## src/rtl/rxb_pkg.sv

```systemverilog
`timescale 1ns/1ps
package rxb_pkg;

    localparam int ST_READY   = 0;
    localparam int ST_OVERRUN = 1;
    localparam int ST_PERR    = 2;
    localparam int ST_WIDTH   = 8;

    // Command word from the controller to the storage
    typedef struct packed {
        logic flush;      // empty the buffer (mode change)
        logic push;       // append a character at the tail
        logic overwrite;  // replace the head (holding mode overrun)
        logic pop;        // consume the head
        logic ack_perr;   // clear the head parity flag
    } store_cmd_t;

endpackage

```

## src/rtl/rxb_store.sv

```systemverilog
`timescale 1ns/1ps
module rxb_store
    import rxb_pkg::*;
#(
    parameter int DEPTH = 16,
    parameter int W     = 8
) (
    input  logic                           clk,
    input  logic                           rst_n,
    input  store_cmd_t                     cmd,
    input  logic [W-1:0]                   wdata,
    input  logic                           wperr,
    output logic [W-1:0]                   head_data,
    output logic                           head_perr,
    output logic [$clog2(DEPTH+1)-1:0]     count
);
    localparam int PW = (DEPTH > 1) ? $clog2(DEPTH) : 1;
    localparam int CW = $clog2(DEPTH + 1);

    typedef struct packed {
        logic [DEPTH-1:0][W-1:0] mem;
        logic [DEPTH-1:0]        perr;
        logic [PW-1:0]           rd_ptr;
        logic [PW-1:0]           wr_ptr;
        logic [CW-1:0]           count;
    } store_state_t;

    store_state_t st_d, st_q;

    function automatic logic [PW-1:0] ptr_next(input logic [PW-1:0] p);
        if (p == PW'(DEPTH - 1)) return '0;
        return p + PW'(1);
    endfunction

    always_comb begin
        logic [PW-1:0] wr_base;
        st_d    = st_q;
        wr_base = st_q.wr_ptr;
        if (cmd.flush) begin
            st_d.rd_ptr = '0;
            st_d.wr_ptr = '0;
            wr_base     = '0;
            st_d.count  = cmd.push ? CW'(1) : '0;
        end else begin
            if (cmd.ack_perr) begin
                st_d.perr[st_q.rd_ptr] = 1'b0;
            end
            if (cmd.pop) begin
                st_d.rd_ptr = ptr_next(st_q.rd_ptr);
            end
            if (cmd.overwrite) begin
                st_d.mem[st_q.rd_ptr]  = wdata;
                st_d.perr[st_q.rd_ptr] = wperr;
            end
            st_d.count = st_q.count + CW'(cmd.push) - CW'(cmd.pop);
        end
        if (cmd.push) begin
            st_d.mem[wr_base]  = wdata;
            st_d.perr[wr_base] = wperr;
            st_d.wr_ptr        = ptr_next(wr_base);
        end
    end

    always_ff @(posedge clk or negedge rst_n) begin
        if (!rst_n) st_q <= '0;
        else        st_q <= st_d;
    end

    assign head_data = st_q.mem[st_q.rd_ptr];
    assign head_perr = st_q.perr[st_q.rd_ptr];
    assign count     = st_q.count;

    // a consume only ever happens when something is stored
    a_r2_pop_nonempty: assert property (@(posedge clk) disable iff (!rst_n)
        cmd.pop |-> (st_q.count != '0));

    // occupancy never exceeds the storage depth
    a_r4_count_bound: assert property (@(posedge clk) disable iff (!rst_n)
        st_q.count <= CW'(DEPTH));

    // a full buffer with no consume and no flush stays full
    a_r5_full_kept: assert property (@(posedge clk) disable iff (!rst_n)
        (st_q.count == CW'(DEPTH) && !cmd.pop && !cmd.flush)
        |=> (st_q.count == CW'(DEPTH)));

endmodule

```

## src/rtl/rxb_ctrl.sv

```systemverilog
`timescale 1ns/1ps
module rxb_ctrl
    import rxb_pkg::*;
#(
    parameter int DEPTH = 16
) (
    input  logic                       clk,
    input  logic                       rst_n,
    input  logic                       fifo_en,
    input  logic                       char_valid,
    input  logic                       rd_data,
    input  logic                       rd_status,
    input  logic [$clog2(DEPTH+1)-1:0] count,
    output store_cmd_t                 cmd,
    output logic                       overrun
);
    localparam int CW = $clog2(DEPTH + 1);

    typedef struct packed {
        logic mode;
        logic overrun;
    } ctrl_state_t;

    ctrl_state_t cs_d, cs_q;
    logic        ovr_event;

    always_comb begin
        logic mode_chg, empty, full, blocked;
        mode_chg = (fifo_en != cs_q.mode);
        empty    = (count == '0);
        full     = fifo_en ? (count == CW'(DEPTH)) : !empty;

        cmd.flush     = mode_chg;
        cmd.pop       = rd_data && !empty && !mode_chg;
        cmd.ack_perr  = rd_status && !empty && !mode_chg;
        blocked       = full && !cmd.pop && !mode_chg;
        cmd.push      = char_valid && !blocked;
        cmd.overwrite = char_valid && blocked && !fifo_en;
        ovr_event     = char_valid && blocked;

        cs_d      = cs_q;
        cs_d.mode = fifo_en;
        if (ovr_event)      cs_d.overrun = 1'b1;
        else if (rd_status) cs_d.overrun = 1'b0;
    end

    always_ff @(posedge clk or negedge rst_n) begin
        if (!rst_n) cs_q <= '0;
        else        cs_q <= cs_d;
    end

    assign overrun = cs_q.overrun;

    // queue mode never appends to a full buffer without a consume
    a_r5_no_push_full: assert property (@(posedge clk) disable iff (!rst_n)
        (fifo_en && count == CW'(DEPTH) && !cmd.pop && !cmd.flush) |-> !cmd.push);

    // holding mode keeps at most one character
    a_r3_hold_single: assert property (@(posedge clk) disable iff (!rst_n)
        (!cs_q.mode) |-> (count <= CW'(1)));

    // an overrun event is visible in the next cycle
    a_r8_overrun_set: assert property (@(posedge clk) disable iff (!rst_n)
        ovr_event |=> overrun);

    // a status read without an overrun event clears the flag
    a_r8_overrun_clear: assert property (@(posedge clk) disable iff (!rst_n)
        (rd_status && !ovr_event) |=> !overrun);

    // the drop/overwrite decision never happens together with a flush
    a_r10_flush_excl: assert property (@(posedge clk) disable iff (!rst_n)
        cmd.flush |-> !(cmd.overwrite || cmd.pop || cmd.ack_perr));

endmodule

```

## src/rtl/rx_char_buffer.sv

```systemverilog
`timescale 1ns/1ps
module rx_char_buffer
    import rxb_pkg::*;
#(
    parameter int DEPTH = 16,
    parameter int W     = 8
) (
    input  logic          clk,
    input  logic          rst_n,
    input  logic          fifo_en,
    input  logic          char_valid,
    input  logic [W-1:0]  char_data,
    input  logic          char_perr,
    input  logic          rd_data,
    input  logic          rd_status,
    output logic [W-1:0]  data_out,
    output logic [7:0]    status_out
);
    localparam int CW = $clog2(DEPTH + 1);

    store_cmd_t      cmd;
    logic [W-1:0]    head_data;
    logic            head_perr;
    logic [CW-1:0]   count;
    logic            overrun;
    logic [W-1:0]    last_d, last_q;
    logic            empty;

    rxb_ctrl #(.DEPTH(DEPTH)) u_ctrl (
        .clk        (clk),
        .rst_n      (rst_n),
        .fifo_en    (fifo_en),
        .char_valid (char_valid),
        .rd_data    (rd_data),
        .rd_status  (rd_status),
        .count      (count),
        .cmd        (cmd),
        .overrun    (overrun)
    );

    rxb_store #(.DEPTH(DEPTH), .W(W)) u_store (
        .clk       (clk),
        .rst_n     (rst_n),
        .cmd       (cmd),
        .wdata     (char_data),
        .wperr     (char_perr),
        .head_data (head_data),
        .head_perr (head_perr),
        .count     (count)
    );

    assign empty = (count == '0);

    always_comb begin
        last_d = last_q;
        if (cmd.pop) last_d = head_data;
    end

    always_ff @(posedge clk or negedge rst_n) begin
        if (!rst_n) last_q <= '0;
        else        last_q <= last_d;
    end

    assign data_out = empty ? last_q : head_data;

    always_comb begin
        status_out             = '0;
        status_out[ST_READY]   = !empty;
        status_out[ST_OVERRUN] = overrun;
        status_out[ST_PERR]    = !empty && head_perr;
    end

    // a data read of an empty buffer leaves the presented data unchanged
    a_r9_empty_read: assert property (@(posedge clk) disable iff (!rst_n)
        (rd_data && empty && fifo_en == $past(fifo_en) && !char_valid)
        |=> $stable(data_out));

    // reserved status bits stay low
    a_r11_reserved: assert property (@(posedge clk) disable iff (!rst_n)
        status_out[7:3] == 5'b0);

endmodule

```

## config.mk

```make
export PLATFORM = sky130hd
export DESIGN_NAME = rx_char_buffer
export DESIGN_NICKNAME = d
export VERILOG_FILES = /design/src/rtl/rxb_pkg.sv /design/src/rtl/rxb_store.sv /design/src/rtl/rxb_ctrl.sv /design/src/rtl/rx_char_buffer.sv
export SDC_FILE = /design/constraint.sdc
export NUM_CORES = 1
export LEC_CHECK = 0
export ABC_AREA = 0
export CAP_MARGIN = 20
export CORE_MARGIN = 1.5
export CORE_UTILIZATION = 58
export DETAILED_ROUTE_END_ITERATION = 16
export DONT_BUFFER_PORTS = 1
export GPL_TIMING_DRIVEN = 0
export PLACE_DENSITY = 0.82
export REMOVE_ABC_BUFFERS = 1
export SLEW_MARGIN = 20
export SYNTH_ARGS = -nofsm -noshare
export SYNTH_HDL_FRONTEND = slang
export SYNTH_HIERARCHICAL = 1
export SYNTH_SLANG_ARGS = --single-unit
export TNS_END_PERCENT = 5
```

## constraint.sdc

```tcl
create_clock -name clk -period 2.7 [get_ports clk]
set_input_delay 0.54 -clock clk [delete_from_list [all_inputs] [get_ports clk]]
set_output_delay 0.54 -clock clk [all_outputs]
set_load 0.02 [all_outputs]
```

==> impl_metrics.py, run 1 <==
metrics = {
    "run_status": {
        "status": "finished with violations",
        "violations": "hold timing, setup timing",
    },
    "timing": {
        "fmax_mhz": 343.8,
        "rsz0062_at_grt": "true",
        "setup_ws_ps": -209.0,
        "period_needed_ps": 2909,
        "holdWs_ps": -197.9,
        "worstMarginPinSlew_ps": 825.7,
        "finalHoldViolCount": 167,
        "setup-violations-final": 31,
        "min_period_over_period": 1.077,
        "relSlewSlack": 0.4495,
        "fin_skew_ps": 9.169,
        "setup-tns-final_ps": -2854,
        "drv_slew": 0,
    },
    "detailed_routing": {
        "drt_iter0_drc": 469,
        "ant_nets": 0,
        "dr_total_vias": 5445,
        "drcViolationCount": 0,
        "wl_per_cell_um": 26.24,
        "firstDrtPassIters": 5,
        "wl_um": 21230,
        "avgViaCountPerCell": 6.731,
    },
    "grt": {
        "grt-ovfl-total": 0,
        "grt_max_degree": 168,
        "grt_pass1_vias": 5754,
        "grt_pass1_wl_um": 33130,
        "antenna_found_initial": 0,
        "grt_usage": 0.2853,
    },
    "worst_setup_path": {
        "cp_cell_sequence": "buf_12 > buf_16 > mux4_2 > a22oi_1 > nand2_1 > mux2_4",
        "rrSetupSlack_ps": -100,
        "worst_setup_path_start_kind": "flop",
        "crit_path_top_delay_cell": "dfrtp_4",
        "worstPathRequired_ps": 2160,
        "path_class": "flop to output port",
        "worst_path_largest_cell_delay_ps": 500,
        "arrival_ps": 2370,
        "r2r-end": "u_store/count[4]$_DFF_PN0_",
        "critPathBufInv": 2,
        "r2r_cells": 11,
        "r2r_start": "u_store/count[2]$_DFF_PN0_",
        "path_delay_family": "multiplexers",
        "crit_fanout": 5,
        "cp-end-kind": "output port",
    },
    "clock_network": {
        "cts_htree_levels": 4,
        "cts_made_buffers": 17,
        "cts_tree": "yes",
        "max-clock-path-buffers": 2,
        "cts_sinks": 167,
        "clockRootBuffer": "clkbuf_16",
        "clk_latency_ps": 430,
        "path_clk_slew_ps": 70,
    },
    "cells_and_area": {
        "final_core_util": 0.6768,
        "fin_cells": 809,
        "finalNetCount": 641,
        "drive_above_1_share": 0.4944,
        "diodes": 0,
        "area_delta_synth_final_pct": 14.60,
        "fin_area_mm2": 0.009799,
    },
    "job": {
        "maxCapViolCount": 0,
    },
    "power_and_ir_drop": {
        "powerDensity_mw_per_mm2": 800.1,
        "peakVddDrop_mv": 0.6557,
        "power.leakage_nw": 4.579,
        "p_total_mw": 7.841,
    },
    "floorplanning": {
        "ios": 31,
        "die_w_um": 124.4,
        "initial_core_util": 0.5906,
        "rows": 44,
        "die-area_mm2": 0.01548,
        "fp.dieH_um": 124.4,
        "core_mm2": 0.01448,
    },
    "yosys": {
        "synth-edff-count": 0,
        "ys_ff_latch": 167,
        "synth_cell_type_count": 62,
        "synth_area_mm2": 0.008551,
        "yosys_warnings": 6,
        "synthCells": 604,
        "synthFlopType": "dfrtp_1",
        "avgSynthCellArea_um2": 14.16,
        "ys_seq_area_frac": 0.4887,
        "synth-async-reset-ratio": 1.000,
    },
    "placed_design": {
        "placed_area_mm2": 0.008633,
        "io_buffers": 0,
        "placedCellCount": 749,
        "dp_hpwl_um": 11880,
        "dp_slack_ps": -931.9,
        "gp_congestion": 0.8517,
    },
    "worst_hold_path": {
        "hold_path_class": "input pin to asynchronous set/reset pin",
    },
}
-- routing by layer --
metal  GRT usage  vias to the layer above  part of all wire
met3     0.08720                       67             0.084
met4      0.1427                        0             0.039
met2      0.4428                      283              0.48
li1            -                     2242                 -
met1      0.3662                     2853              0.39
met5           0                        -                 0
-- power by group --
group	internal (mW)	total [mW]	switching, mW
clock network	1.40	2.44	1.03
registers	2.90	3.17	0.272
logic	1.15	2.23	1.08
-- sequential cells by signal (all words and copies together), names as in the netlist --
signal / flops
u_store/st_q: 152
u_store/count: 5
u_ctrl/cs_q: 1
u_ctrl/overrun: 1
last_q: 8
-- cells in the final DEF (no fill, tap or decap), types with 7 or more instances in the layout --
master       n
a22oi_2     16
a22oi_4      8
buf_16       7
buf_4       16
clkbuf_16   17
dfrtp_1    162
ha_1        12
inv_1       16
mux2_2     135
mux2_4       8
mux4_2      36
nand2_1     23
nand3_1     15
nor2_1       7
o211ai_1     9
o21ai_0     17
-- synthesized netlist by cell type, drive strengths merged, types with 3 or more instances --
cell type,n,share of area
nand3b,5,0.0059
and3b,3,0.0031
o21ai,18,0.011
mux4,36,0.095
dfrtp,167,0.49
nand2b,4,0.0029
a22oi,27,0.037
a21oi,7,0.0041
and4bb,3,0.0048
nand3,15,0.0088
mux2,145,0.19
ha,13,0.019
and2,6,0.0044
or4,3,0.0035
nor2b,5,0.0037
nand2,27,0.013
clkbuf,18,0.0079
o211ai,9,0.0079
buf,29,0.023
nor2,9,0.0059
xor2,4,0.0041
xnor2,4,0.0041
inv,16,0.0070
nor3b,3,0.0038
-- worst max-delay path by stage --
stage,start,to,slack (ps),depth (start not counted)
after floorplan,fifo_en,u_store/count[4]$_DFF_PN0_,-1010,11
after global placement,fifo_en,u_store/count[4]$_DFF_PN0_,-1870,11
after detailed placement,fifo_en,u_store/count[4]$_DFF_PN0_,-930,11
after CTS,u_store/st_q[9]$_DFFE_PN0P_,data_out[0],-200,6
after global routing,u_store/st_q[9]$_DFFE_PN0P_,data_out[3],-270,6
final,u_store/st_q[9]$_DFFE_PN0P_,data_out[2],-210,6
-- what timing repair did --
item                       CTS  global route
setup endpoints to repair  156           120
cloned                       5             0
setup buffers               20             3
hold endpoints to repair   167           167
gates resized for setup     44            15
pin swaps                   22             8
-- kinds of logic after synthesis --
logic type | count (synthesis) | share of synthesized area
DFF | 167 | 0.4887
buffers and inverters | 63 | 0.03761
other | 1 | 0.0004386
and+or+nand+nor | 93 | 0.06922
xor gates and xnor gates | 8 | 0.008193
adders and majority gates | 14 | 0.02136
muxes | 183 | 0.2881
AOI/OAI and AO/OA | 75 | 0.08633
-- cell type report --
class                   count  area [um2]
fillers                   933        4679
well taps                 184       230.2
inverters                  16       60.06
repair buffers             32       457.9
clock buffers              20       446.7
multi-input cells         378        4273
flip-flops and latches    167        4190
clock inverters            12       141.4
-- worst register-to-register path, cell delays in order (launching register included) --
cell     delay, ps
dfrtp_2        450
nor4_4         350
a21oi_1        170
and2_4         170
ha_1           280
inv_1           40
ha_1           220
fa_1           450
a21o_1         210
a21oi_2        160
xnor2_1        150
nor2_1          60
(Power assumes the default switching activity.)
==> run 2, diff against run 1 <==
--- a/config.mk
+++ b/config.mk
@@ -7,6 +7,7 @@
 export LEC_CHECK = 0
 export ABC_AREA = 0
 export CAP_MARGIN = 20
+export CORE_ASPECT_RATIO = 1.75
 export CORE_MARGIN = 1.5
 export CORE_UTILIZATION = 58
 export DETAILED_ROUTE_END_ITERATION = 16
==> run 2 against run 1 <==
  * The run still ends with hold timing, setup timing left
  * Combinational power fell by 4%
  * Sequential power about the same
  * Via count down 1.7%
  * Maximum frequency increased by 0.13%
  * Worst setup slack better by 3.9 ps
  * Non-clock buffer count shrank 4
  * Highest routed layer unchanged
==> impl_metrics.py, run 2 (synthesis gave the netlist of run 1 again) <==
metrics = {
    "clock_network": {
        "max-clock-path-buffers": 2,
        "cts_htree_levels": 4,
        "cts_tree": "yes",
        "clockRootBuffer": "clkbuf_16",
        "clk_latency_ps": 430,
        "cts_sinks": 167,
        "cts_made_buffers": 17,
        "path_clk_slew_ps": 70,
    },
    "grt": {
        "grt-ovfl-total": 0,
        "grt_max_degree": 168,
        "grt_pass1_vias": 5892,
        "grt_pass1_wl_um": 32760,
        "antenna_found_initial": 0,
        "grt_usage": 0.2912,
    },
    "worst_setup_path": {
        "cp-end-kind": "output port",
        "crit_path_top_delay_cell": "dfrtp_4",
        "cp_cell_sequence": "buf_12 > mux4_2 > a22oi_2 > nand2_2 > mux2_4",
        "arrival_ps": 2370,
        "worst_setup_path_start_kind": "flop",
        "crit_fanout": 7,
        "path_class": "flop to output port",
        "worstPathRequired_ps": 2160,
        "worst_path_largest_cell_delay_ps": 520,
    },
    "cells_and_area": {
        "seq_area_mm2": 0.004192,
        "finalNetCount": 637,
        "diodes": 0,
        "final_cell_mix": "161 x dfrtp_1, 133 x mux2_2, 36 x mux4_2",
        "multi_input_area_mm2": 0.004317,
        "top_regs": "u_store/st_q (152), last_q (8), u_store/count (5)",
        "fin_area_mm2": 0.009752,
        "largest_register_ffs": 152,
        "layout_commonest_cell": "dfrtp_1",
        "fin_cells": 801,
        "top_register": "u_store/st_q",
        "final_core_util": 0.6787,
        "fillers": 894,
        "drive_above_1_share": 0.5040,
        "area_delta_synth_final_pct": 14.05,
    },
    "detailed_routing": {
        "wl_per_cell_um": 26.53,
        "drt_iter0_drc": 482,
        "dr_total_vias": 5353,
        "drcViolationCount": 0,
        "ant_nets": 0,
        "avgViaCountPerCell": 6.683,
        "wl_um": 21250,
        "firstDrtPassIters": 5,
    },
    "power_and_ir_drop": {
        "peakVddDrop_mv": 0.4880,
        "internal-power_mw": 5.288,
        "pwr-share-comb": 0.279,
        "p_sw_mw": 2.394,
        "p_total_mw": 7.682,
        "p_sw_frac": 0.3116,
        "clock_power_share": 0.308,
        "power_frac_seq": 0.413,
        "power.leakage_nw": 4.540,
        "powerDensity_mw_per_mm2": 787.7,
    },
    "floorplanning": {
        "fp.dieH_um": 163.6,
        "core_mm2": 0.01437,
        "ios": 31,
        "initial_core_util": 0.5951,
        "rows": 58,
        "die_w_um": 94.79,
        "die-area_mm2": 0.01551,
    },
    "timing": {
        "fmax_mhz": 344.2,
        "fin_skew_ps": 14.84,
        "setup-violations-final": 40,
        "holdWs_ps": -194.4,
        "period_needed_ps": 2905,
        "relSlewSlack": 0.3876,
        "min_period_over_period": 1.076,
        "drv_slew": 0,
        "setup_ws_ps": -205.2,
        "worstMarginPinSlew_ps": 918.6,
        "setup-tns-final_ps": -2958,
        "finalHoldViolCount": 167,
        "rsz0062_at_grt": "true",
    },
    "placed_design": {
        "placed_area_mm2": 0.008620,
        "placedCellCount": 745,
        "gp_congestion": 0.8532,
        "io_buffers": 0,
        "dp_hpwl_um": 12290,
        "dp_slack_ps": -940.3,
    },
    "worst_hold_path": {
        "hold_path_class": "input pin to asynchronous set/reset pin",
    },
    "run_status": {
        "status": "finished with violations",
        "violations": "hold timing, setup timing",
    },
    "job": {
        "maxCapViolCount": 0,
    },
}
run 2: worst max-delay path, delay by kind of cell (launching register included):
family / cells / cell delay (ps)
flip-flops: 1 / 520
multiplexers: 2 / 860
buffers and inverters: 1 / 170
AO/OA/AOI/OAI: 1 / 220
AND/OR/NAND/NOR: 1 / 160
run 2: repair_timing:
| item | 4_1_cts | 5_1_grt |
|---|---|---|
| gates cloned | 3 | 0 |
| hold endpoints to repair | 167 | 167 |
| resized for setup | 51 | 22 |
| pin swaps | 29 | 16 |
| setup endpoints to repair | 156 | 135 |
| setup buffers | 19 | 5 |
run 2: path summary, 6_finish.rpt:
check                                                     to  cells after the start  slack, ps                        start
worst max-delay path                             data_out[3]                      5       -210  u_store/st_q[9]$_DFFE_PN0P_
worst min-delay path              u_store/st_q[16]$_DFF_PN0_                      0       -190                        rst_n
worst max register to register    u_store/st_q[71]$_DFF_PN0_                      7       -100   u_store/count[1]$_DFF_PN0_
worst min register to register    u_store/st_q[40]$_DFF_PN0_                      1        500   u_store/st_q[40]$_DFF_PN0_
max in group asynchronous       u_store/st_q[10]$_DFFE_PN0P_                      0       2610                        rst_n
min in group clk                    u_ctrl/cs_q[1]$_DFF_PN0_                      0        140                      fifo_en
run 2: cell type report:
type | count | area share
Sequential cell | 167 | 0.4298
Clock inverter | 14 | 0.01463
Multi-Input combinational cell | 378 | 0.4426
Clock buffer | 18 | 0.04401
Inverter | 16 | 0.006159
Timing Repair Buffer | 28 | 0.03965
Tap cell | 180 | 0.02309
run 2: power by group through the flow:
stage / logic (mW) / clock network, mW / registers [mW]
floorplan: 1.42 / 0 / 3.15
CTS: 2.13 / 2.37 / 3.16
detailed placement: 1.79 / 0 / 3.21
global placement: 1.65 / 0 / 3.21
finish: 2.14 / 2.36 / 3.18
global route: 2.28 / 2.50 / 3.21
run 2: metal layers:
layer	track usage	part of all wire
met4	0.1825	0.059
met5	0	0
met1	0.3315	0.37
met2	0.4760	0.53
met3	0.08054	0.048
